### src/rtl/extirq_pkg.sv
package extirq_pkg;
   // word indices (byte offset / 4) of the register map
   localparam int unsigned IDX_MASK  = 0;  // 0x00
   localparam int unsigned IDX_MSTAT = 2;  // 0x08
   localparam int unsigned IDX_RAW   = 3;  // 0x0C
   localparam int unsigned IDX_CLR   = 4;  // 0x10
   localparam int unsigned IDX_POL   = 5;  // 0x14
   localparam int unsigned IDX_MODE  = 6;  // 0x18

   typedef enum logic {
      DET_LEVEL = 1'b0,
      DET_EDGE  = 1'b1
   } det_mode_e;
endpackage

### src/rtl/extirq_sync.sv
module extirq_sync #(
   parameter int unsigned WIDTH  = 32,
   parameter int unsigned STAGES = 2
) (
   input  logic             clk,
   input  logic             rst_n,
   input  logic [WIDTH-1:0] din,
   output logic [WIDTH-1:0] dout
);
   if (STAGES < 2) begin : g_bad_stages
      $error("extirq_sync: STAGES must be at least 2");
   end

   logic [STAGES-1:0][WIDTH-1:0] chain_q;

   for (genvar s = 0; s < STAGES; s++) begin : g_stage
      if (s == 0) begin : g_first
         always_ff @(posedge clk or negedge rst_n) begin
            if (!rst_n) chain_q[s] <= '0;
            else        chain_q[s] <= din;
         end
      end else begin : g_next
         always_ff @(posedge clk or negedge rst_n) begin
            if (!rst_n) chain_q[s] <= '0;
            else        chain_q[s] <= chain_q[s-1];
         end
      end
   end

   assign dout = chain_q[STAGES-1];
endmodule

### src/rtl/extirq_detect.sv
module extirq_detect
   import extirq_pkg::*;
(
   input  logic clk,
   input  logic rst_n,
   input  logic sig,        // synchronised input
   input  logic pol_hi,     // 1: high level / rising edge
   input  logic mode_edge,  // 1: edge detection
   input  logic clr,        // write-one-to-clear pulse
   output logic req
);
   logic prev_q;
   logic req_q;
   logic edge_hit;
   logic level_act;
   det_mode_e mode;

   assign mode      = mode_edge ? DET_EDGE : DET_LEVEL;
   assign edge_hit  = pol_hi ? (sig & ~prev_q) : (~sig & prev_q);
   assign level_act = ~(sig ^ pol_hi);

   always_ff @(posedge clk or negedge rst_n) begin
      if (!rst_n) begin
         prev_q <= 1'b0;
         req_q  <= 1'b0;
      end else begin
         prev_q <= sig;
         unique case (mode)
            DET_EDGE:  req_q <= edge_hit | (req_q & ~clr);  // new edge beats clear
            DET_LEVEL: req_q <= level_act;
            default:   req_q <= 1'b0;
         endcase
      end
   end

   assign req = req_q;
endmodule

### src/rtl/extirq_regs.sv
module extirq_regs
   import extirq_pkg::*;
#(
   parameter int unsigned NLINES = 32,
   parameter int unsigned AW     = 5,
   parameter int unsigned DW     = 32
) (
   input  logic              clk,
   input  logic              rst_n,
   input  logic [AW-1:0]     bus_addr,
   input  logic              bus_wr,
   input  logic [DW-1:0]     bus_wdata,
   output logic [DW-1:0]     bus_rdata,
   input  logic [NLINES-1:0] req,
   output logic [NLINES-1:0] mask_q,
   output logic [NLINES-1:0] pol_q,
   output logic [NLINES-1:0] mode_q,
   output logic [NLINES-1:0] clr_vec,
   output logic [NLINES-1:0] irq_out
);
   localparam int unsigned IW = AW - 2;

   logic [IW-1:0]     widx;
   logic [NLINES-1:0] wbits;
   logic              unused_addr_lsb;

   assign widx            = bus_addr[AW-1:2];
   assign wbits           = bus_wdata[NLINES-1:0];
   assign unused_addr_lsb = ^bus_addr[1:0];

   always_ff @(posedge clk or negedge rst_n) begin
      if (!rst_n) begin
         mask_q <= '1;
         pol_q  <= '0;
         mode_q <= '0;
      end else if (bus_wr) begin
         if (widx == IW'(IDX_MASK)) mask_q <= wbits;
         if (widx == IW'(IDX_POL))  pol_q  <= wbits;
         if (widx == IW'(IDX_MODE)) mode_q <= wbits;
      end
   end

   assign clr_vec = (bus_wr && widx == IW'(IDX_CLR)) ? wbits : '0;
   assign irq_out = req & ~mask_q;

   always_comb begin
      bus_rdata = '0;
      unique case (widx)
         IW'(IDX_MASK):  bus_rdata = DW'(mask_q);
         IW'(IDX_MSTAT): bus_rdata = DW'(req & ~mask_q);
         IW'(IDX_RAW):   bus_rdata = DW'(req);
         IW'(IDX_POL):   bus_rdata = DW'(pol_q);
         IW'(IDX_MODE):  bus_rdata = DW'(mode_q);
         default:        bus_rdata = '0;
      endcase
   end
endmodule

### src/rtl/extirq_conditioner.sv
module extirq_conditioner #(
   parameter int unsigned NLINES      = 32,
   parameter int unsigned AW          = 5,
   parameter int unsigned DW          = 32,
   parameter int unsigned SYNC_STAGES = 2
) (
   input  logic              clk,
   input  logic              rst_n,
   input  logic [NLINES-1:0] line_in,
   input  logic [AW-1:0]     bus_addr,
   input  logic              bus_wr,
   input  logic [DW-1:0]     bus_wdata,
   output logic [DW-1:0]     bus_rdata,
   output logic [NLINES-1:0] irq_out
);
   if (NLINES < 1 || NLINES > DW) begin : g_bad_lines
      $error("extirq_conditioner: NLINES must be in 1..DW");
   end
   if (AW < 5) begin : g_bad_aw
      $error("extirq_conditioner: AW must reach byte offset 0x18");
   end

   logic [NLINES-1:0] sync_q;
   logic [NLINES-1:0] req_q;
   logic [NLINES-1:0] mask_q;
   logic [NLINES-1:0] pol_q;
   logic [NLINES-1:0] mode_q;
   logic [NLINES-1:0] clr_vec;

   extirq_sync #(.WIDTH(NLINES), .STAGES(SYNC_STAGES)) u_sync (
      .clk  (clk),
      .rst_n(rst_n),
      .din  (line_in),
      .dout (sync_q)
   );

   for (genvar i = 0; i < NLINES; i++) begin : g_line
      extirq_detect u_det (
         .clk      (clk),
         .rst_n    (rst_n),
         .sig      (sync_q[i]),
         .pol_hi   (pol_q[i]),
         .mode_edge(mode_q[i]),
         .clr      (clr_vec[i]),
         .req      (req_q[i])
      );
   end

   extirq_regs #(.NLINES(NLINES), .AW(AW), .DW(DW)) u_regs (
      .clk      (clk),
      .rst_n    (rst_n),
      .bus_addr (bus_addr),
      .bus_wr   (bus_wr),
      .bus_wdata(bus_wdata),
      .bus_rdata(bus_rdata),
      .req      (req_q),
      .mask_q   (mask_q),
      .pol_q    (pol_q),
      .mode_q   (mode_q),
      .clr_vec  (clr_vec),
      .irq_out  (irq_out)
   );
endmodule


### config.mk
export PLATFORM = sky130hd
export DESIGN_NAME = extirq_conditioner
export DESIGN_NICKNAME = d
export VERILOG_FILES = /design/src/rtl/extirq_pkg.sv /design/src/rtl/extirq_sync.sv /design/src/rtl/extirq_detect.sv /design/src/rtl/extirq_regs.sv /design/src/rtl/extirq_conditioner.sv
export SDC_FILE = /design/constraint.sdc
export NUM_CORES = 1
export LEC_CHECK = 0
export ABC_AREA = 0
export CORE_MARGIN = 4
export CORE_UTILIZATION = 60
export CTS_CLUSTER_DIAMETER = 150
export DETAILED_ROUTE_END_ITERATION = 8
export DONT_BUFFER_PORTS = 1
export PLACE_DENSITY_LB_ADDON = 0.2
export SLEW_MARGIN = 10
export SYNTH_ARGS = -nofsm -noshare
export SYNTH_HDL_FRONTEND = slang
export SYNTH_SLANG_ARGS = --single-unit
export TNS_END_PERCENT = 30
### constraint.sdc
create_clock -name clk -period 2.2 [get_ports clk]
set_input_delay 0.11 -clock clk [delete_from_list [all_inputs] [get_ports clk]]
set_output_delay 0.11 -clock clk [all_outputs]
set_load 0.03 [all_outputs]
======== After elaboration in Yosys (flattened, before gate mapping) ========
Cells that the tools add are included.
operators by class
  reductions and logical operators ........ 5
  bitwise logic cells ..................... 322
  multiplexer cells ....................... 98
  equal/unequal tests ..................... 5
operators by type and width
  kind                  count
  $not A1 Y1            160
  $pmux W32 S5          1
  $and A1 B1 Y1         96
  $mux W1               64
  $pmux W1 S2           32
  $and A32 B32 Y32      1
  $mux W32              1
  $not A32 Y32          1
  $or A1 B1 Y1          32
  $xor A1 B1 Y1         32
  $eq A3 B3 Y1 const B  3
  $eq A3 B2 Y1 const B  2
  $reduce_and A2 Y1     3
  $logic_not A3 Y1      1
  $logic_and A1 B1 Y1   1
storage, ports and cells
  input port bits ......................... 72
  register bits ........................... 224
  output and inout bits ................... 64
  word-level logic and storage cells ...... 499

======== Logic depth before layout (Yosys ltp) ========
  depth in word-level cells ............... 7
  gate-level depth with buffers ........... 6
  gate-level depth less buffers ........... 3

======== By module ========
A second synthesis with hierarchy kept.
second synthesis, totals
  cells, all modules ...................... 781
  area total of the unflattened synthesis .. 10256.1 um^2
by module, submodules not included
  module         times used  area each (um^2)  cells each
  extirq_regs    1           5331.4            461
  extirq_detect  32          96.3              7
  extirq_sync    1           1841.8            96

======== Least setup slack after synthesis ========
Ideal clock, no wire load.
  kind .................................... in2out
  start ................................... in bus_addr[2]
  end ..................................... out bus_rdata[0]
  buffers on the path ..................... 2
  slack ................................... 0.651 ns
  data required time ...................... 2.090 ns
  arrival time ............................ 1.439 ns
  stages on the path ...................... 5
  path through ............................ buf_2 -> nor2_1 -> clkbuf_1 -> a22oi_1 -> o211ai_1
on the way
  cells in the longest elaborated chain, start to end .. 2
  elaborated cells between the ends (all ways) .. 6
ends and longest elaborated chain
  what                                        line                      source
  start: declaration                          extirq_conditioner.sv:10  input logic [AW-1:0] bus_addr,
  $eq A3 B3 Y1, or another cell as far along  extirq_regs.sv:48         unique case (widx)
  $pmux W32 S5 (*)                            extirq_regs.sv:48
  end: declaration                            extirq_conditioner.sv:13  output logic [DW-1:0] bus_rdata,
Mark *: on every way between the ends. The rest lies on a longest branch, timed or not.

======== Worst setup path after layout ========
  start ................................... reg u_regs.mask_q[24]
  end ..................................... out bus_rdata[24]
on the way
  cells in the longest elaborated chain, start to end .. 3
ends and longest elaborated chain
  what                      line               source
  start: declaration        extirq_regs.sv:15  output logic [NLINES-1:0] mask_q,
  start signal: assignment  extirq_regs.sv:37  if (widx == IW'(IDX_MASK)) mask_q <= wbits;
  $not A32 Y32              extirq_regs.sv:50  IW'(IDX_MSTAT): bus_rdata = DW'(req & ~mask_q);
  $and A32 B32 Y32          extirq_regs.sv:50
  $pmux W32 S5 (*)          extirq_regs.sv:48
Marked as above.

==> flow_summary.ini <==
[detailed_routing]
routedWlPerCell_um = 19.9
routed_wirelength_mm = 21.4
vias = 6289
drt_iter0_markers = 382
drcViolationCount = 0
antenna_left = 0
vias_per_cell = 5.83
drtPass1Iterations = 4

[layout]
syn2layout_area_growth_pct = 19.2
layout.nets = 921
layoutNonFillerInstCount = 1078
fillerInstances = 1044
postLayoutCoreUtil = 0.739
drive_above_1_share = 0.273

[clock_tree]
cts_tree = built
cts_buffer_depth = 3
clock-root-buffer = clkbuf_16
post_cts_resized = 0
holdBufCountCts = 64
cts_made_buffers = 23
worstSkewPairLatency_ps = 500
post_cts_buffers = 0
htreeDepth = 1
cts_num_sinks = 224
clk_pin_slew_ps = 60

[sta]
finalSetupTns_ps = 0
setup_slack_ps = 445
drv_slew = 0
timing.fmax_ghz = 0.570
max_slew_margin = 0.515
finClkSkew_ps = 10.8
setup_viol = 0
period_share = 0.798
min_period_ps = 1750
rsz0062_at_grt = no
hold_viol = 224
worst_pin_slew_ps = 726
holdWs_ps = -703

[placed_design]
placed_cells = 971
place_ws_ps = 766
io_buffers = 0
hpwl_mm = 12.8
gp_congestion = 0.782

[global_route]
grt_max_degree = 225
antenna_found_initial = 1
grt_pass1_vias = 6803
grt_usage = 0.245
grt-ovfl-total = 0
grt_first_pass_wirelength_mm = 35.4

[critical_path]
crit_type = reg2out
start_kind = register
arrival_ps = 1640
crit_required_ps = 2090
cp_max_fo = 4
cp-end-kind = primary output

[pwr]
ir_worst_vdd_mv = 0.724
leakage_nw = 4.67
p_total_mw = 12.4
cellPowerDensity_nw_per_um2 = 1090

[floorplanning]
die_x_um = 134
rows = 45
core-area_um2 = 15400
die_h_um = 134
start_util = 0.620
pin_count = 136
dieArea_um2 = 18000

[synthesis]
synth-seq-cells = 224
syn-cell-area_um2 = 9570
yosysWarnings = 0
ys_seq_area_frac = 0.590
synthDistinctLibCells = 33
synth_top_area_frac = 0.502
ys_top_cells_by_area = dfrtp_1 50%, mux2_2 11%, dfstp_2 8.8%
synthCells = 752
syn-num-nets = 824
synth.largest_area_cell = dfrtp_1
avgSynthCellArea_um2 = 12.7

[status]
violations = negative hold slack
outcome = complete, but fails checks

[flow_run]
cap_violations = 0

[worst_hold_path]
hp-class = in2async
Yosys cell counts:
library cell and count:
a21oi_1 32, a221oi_1 2, a22oi_1 30, a311o_1 2, a31o_1 6, a31o_2 24
a31oi_1 2, and2_1 31, and2b_1 1, and3b_1 1, and4bb_1 1, buf_2 17
buf_4 1, buf_6 9, clkbuf_1 10, dfrtp_1 192, dfstp_2 32, inv_1 3
mux2_1 5, mux2_2 90, nand2_1 67, nand3_2 1, nand3_4 1, nor2_1 1
nor2b_1 34, nor2b_4 1, nor3_1 2, nor3b_1 30, nor4b_4 1, o211ai_1 32
o21ai_0 31, xnor2_1 30, xor2_1 30
per-layer routing:
metal,wire length (um),GRT usage,up-vias
met2,10800,0.420,160
met4,441,0.0628,0
li1,-,-,2870
met3,1200,0.0551,41
met5,0,0,-
met1,9010,0.319,3218
state kept, by name, summed over array words and instances (netlist names):
register / cells
u_regs.pol_q: 32
g_line.u_det.prev_q: 32
u_sync.chain_q: 32
g_line.u_det.req: 32
u_regs.mask_q: 32
u_regs.mode_q: 32
u_sync.dout: 32
path summary, 6_finish.rpt:
kind                                               start                       endpoint  slack, ps  cells past startpoint
setup / recovery           u_regs.mask_q[24]$_DFFE_PN1P_                  bus_rdata[24]        450                      4
hold / removal                                     rst_n      u_sync.dout[26]$_DFF_PN0_       -700                      0
setup reg to reg             u_regs.pol_q[8]$_DFFE_PN0P_  g_line[8].u_det.req$_DFF_PN0_       1130                      3
hold reg to reg             u_sync.chain_q[22]$_DFF_PN0_      u_sync.dout[22]$_DFF_PN0_        350                      0
max in group asynchronous                          rst_n   u_regs.mask_q[7]$_DFFE_PN1P_       2500                      0
min in group clk                                  bus_wr   u_regs.pol_q[15]$_DFFE_PN0P_         40                      2
kinds of logic (layout without fill, tap and decap cells):
family | Yosys count | count (layout) | synth area share
AOI/OAI and AO/OA | 161 | 161 | 0.114
xor gates and xnor gates | 60 | 60 | 0.0549
buffers and inverters | 40 | 154 | 0.0254
DFF | 224 | 224 | 0.590
muxes | 95 | 95 | 0.112
other | 0 | 1 | 0
and+or+nand+nor | 172 | 172 | 0.104
cells in the final DEF (no fill, tap or decap), drive strengths merged:
cell and count:
clkbuf 30, and4bb 1, nor3b 30, a221oi 2, buf 45, nand2 67
diode 1, and3b 1, clkinv 7, inv 4, dlygate4sd3 64, bufinv 4
o211ai 32, a311o 2, and2b 1, a31oi 2, dfrtp 192, nor2 1
o21ai 31, nor2b 35, and2 31, xor2 30, nand3 2, dfstp 32
xnor2 30, mux2 95, a31o 30, a21oi 32, nor3 2, nor4b 1
a22oi 30
worst max-delay path, stage by stage (launching register included):
cell and delay [ps]:
dfstp_2 550, nor3b_1 60, o21ai_0 180, o211ai_1 150, buf_4 200
area by class of cell:
cell class / count / area (um^2) / share of cell area
Timing Repair Buffer: 109 / 991 / 0.0869
Antenna cell: 1 / 2.50 / 0.000219
Inverter: 3 / 11.3 / 0.000987
Tap cell: 211 / 264 / 0.0231
Clock buffer: 30 / 642 / 0.0563
Multi-Input combinational cell: 488 / 3690 / 0.323
Clock inverter: 12 / 164 / 0.0144
Sequential cell: 224 / 5650 / 0.495
power breakdown:
group	switching (mW)	internal, mW
combinational	1.38	1.27
clock	1.55	2.52
sequential	0.724	4.95
through the flow:
| step | cell area, um^2 | hold WS [ps] |
|---|---|---|
| after floorplan | 9570 | -186 |
| after global placement | 9960 | -177 |
| after detailed placement | 9960 | -179 |
| after CTS | 11400 | -711 |
| after global routing | 11400 | -720 |
| final | 11400 | -703 |
Note: power is estimated with default switching activity, not from simulation.
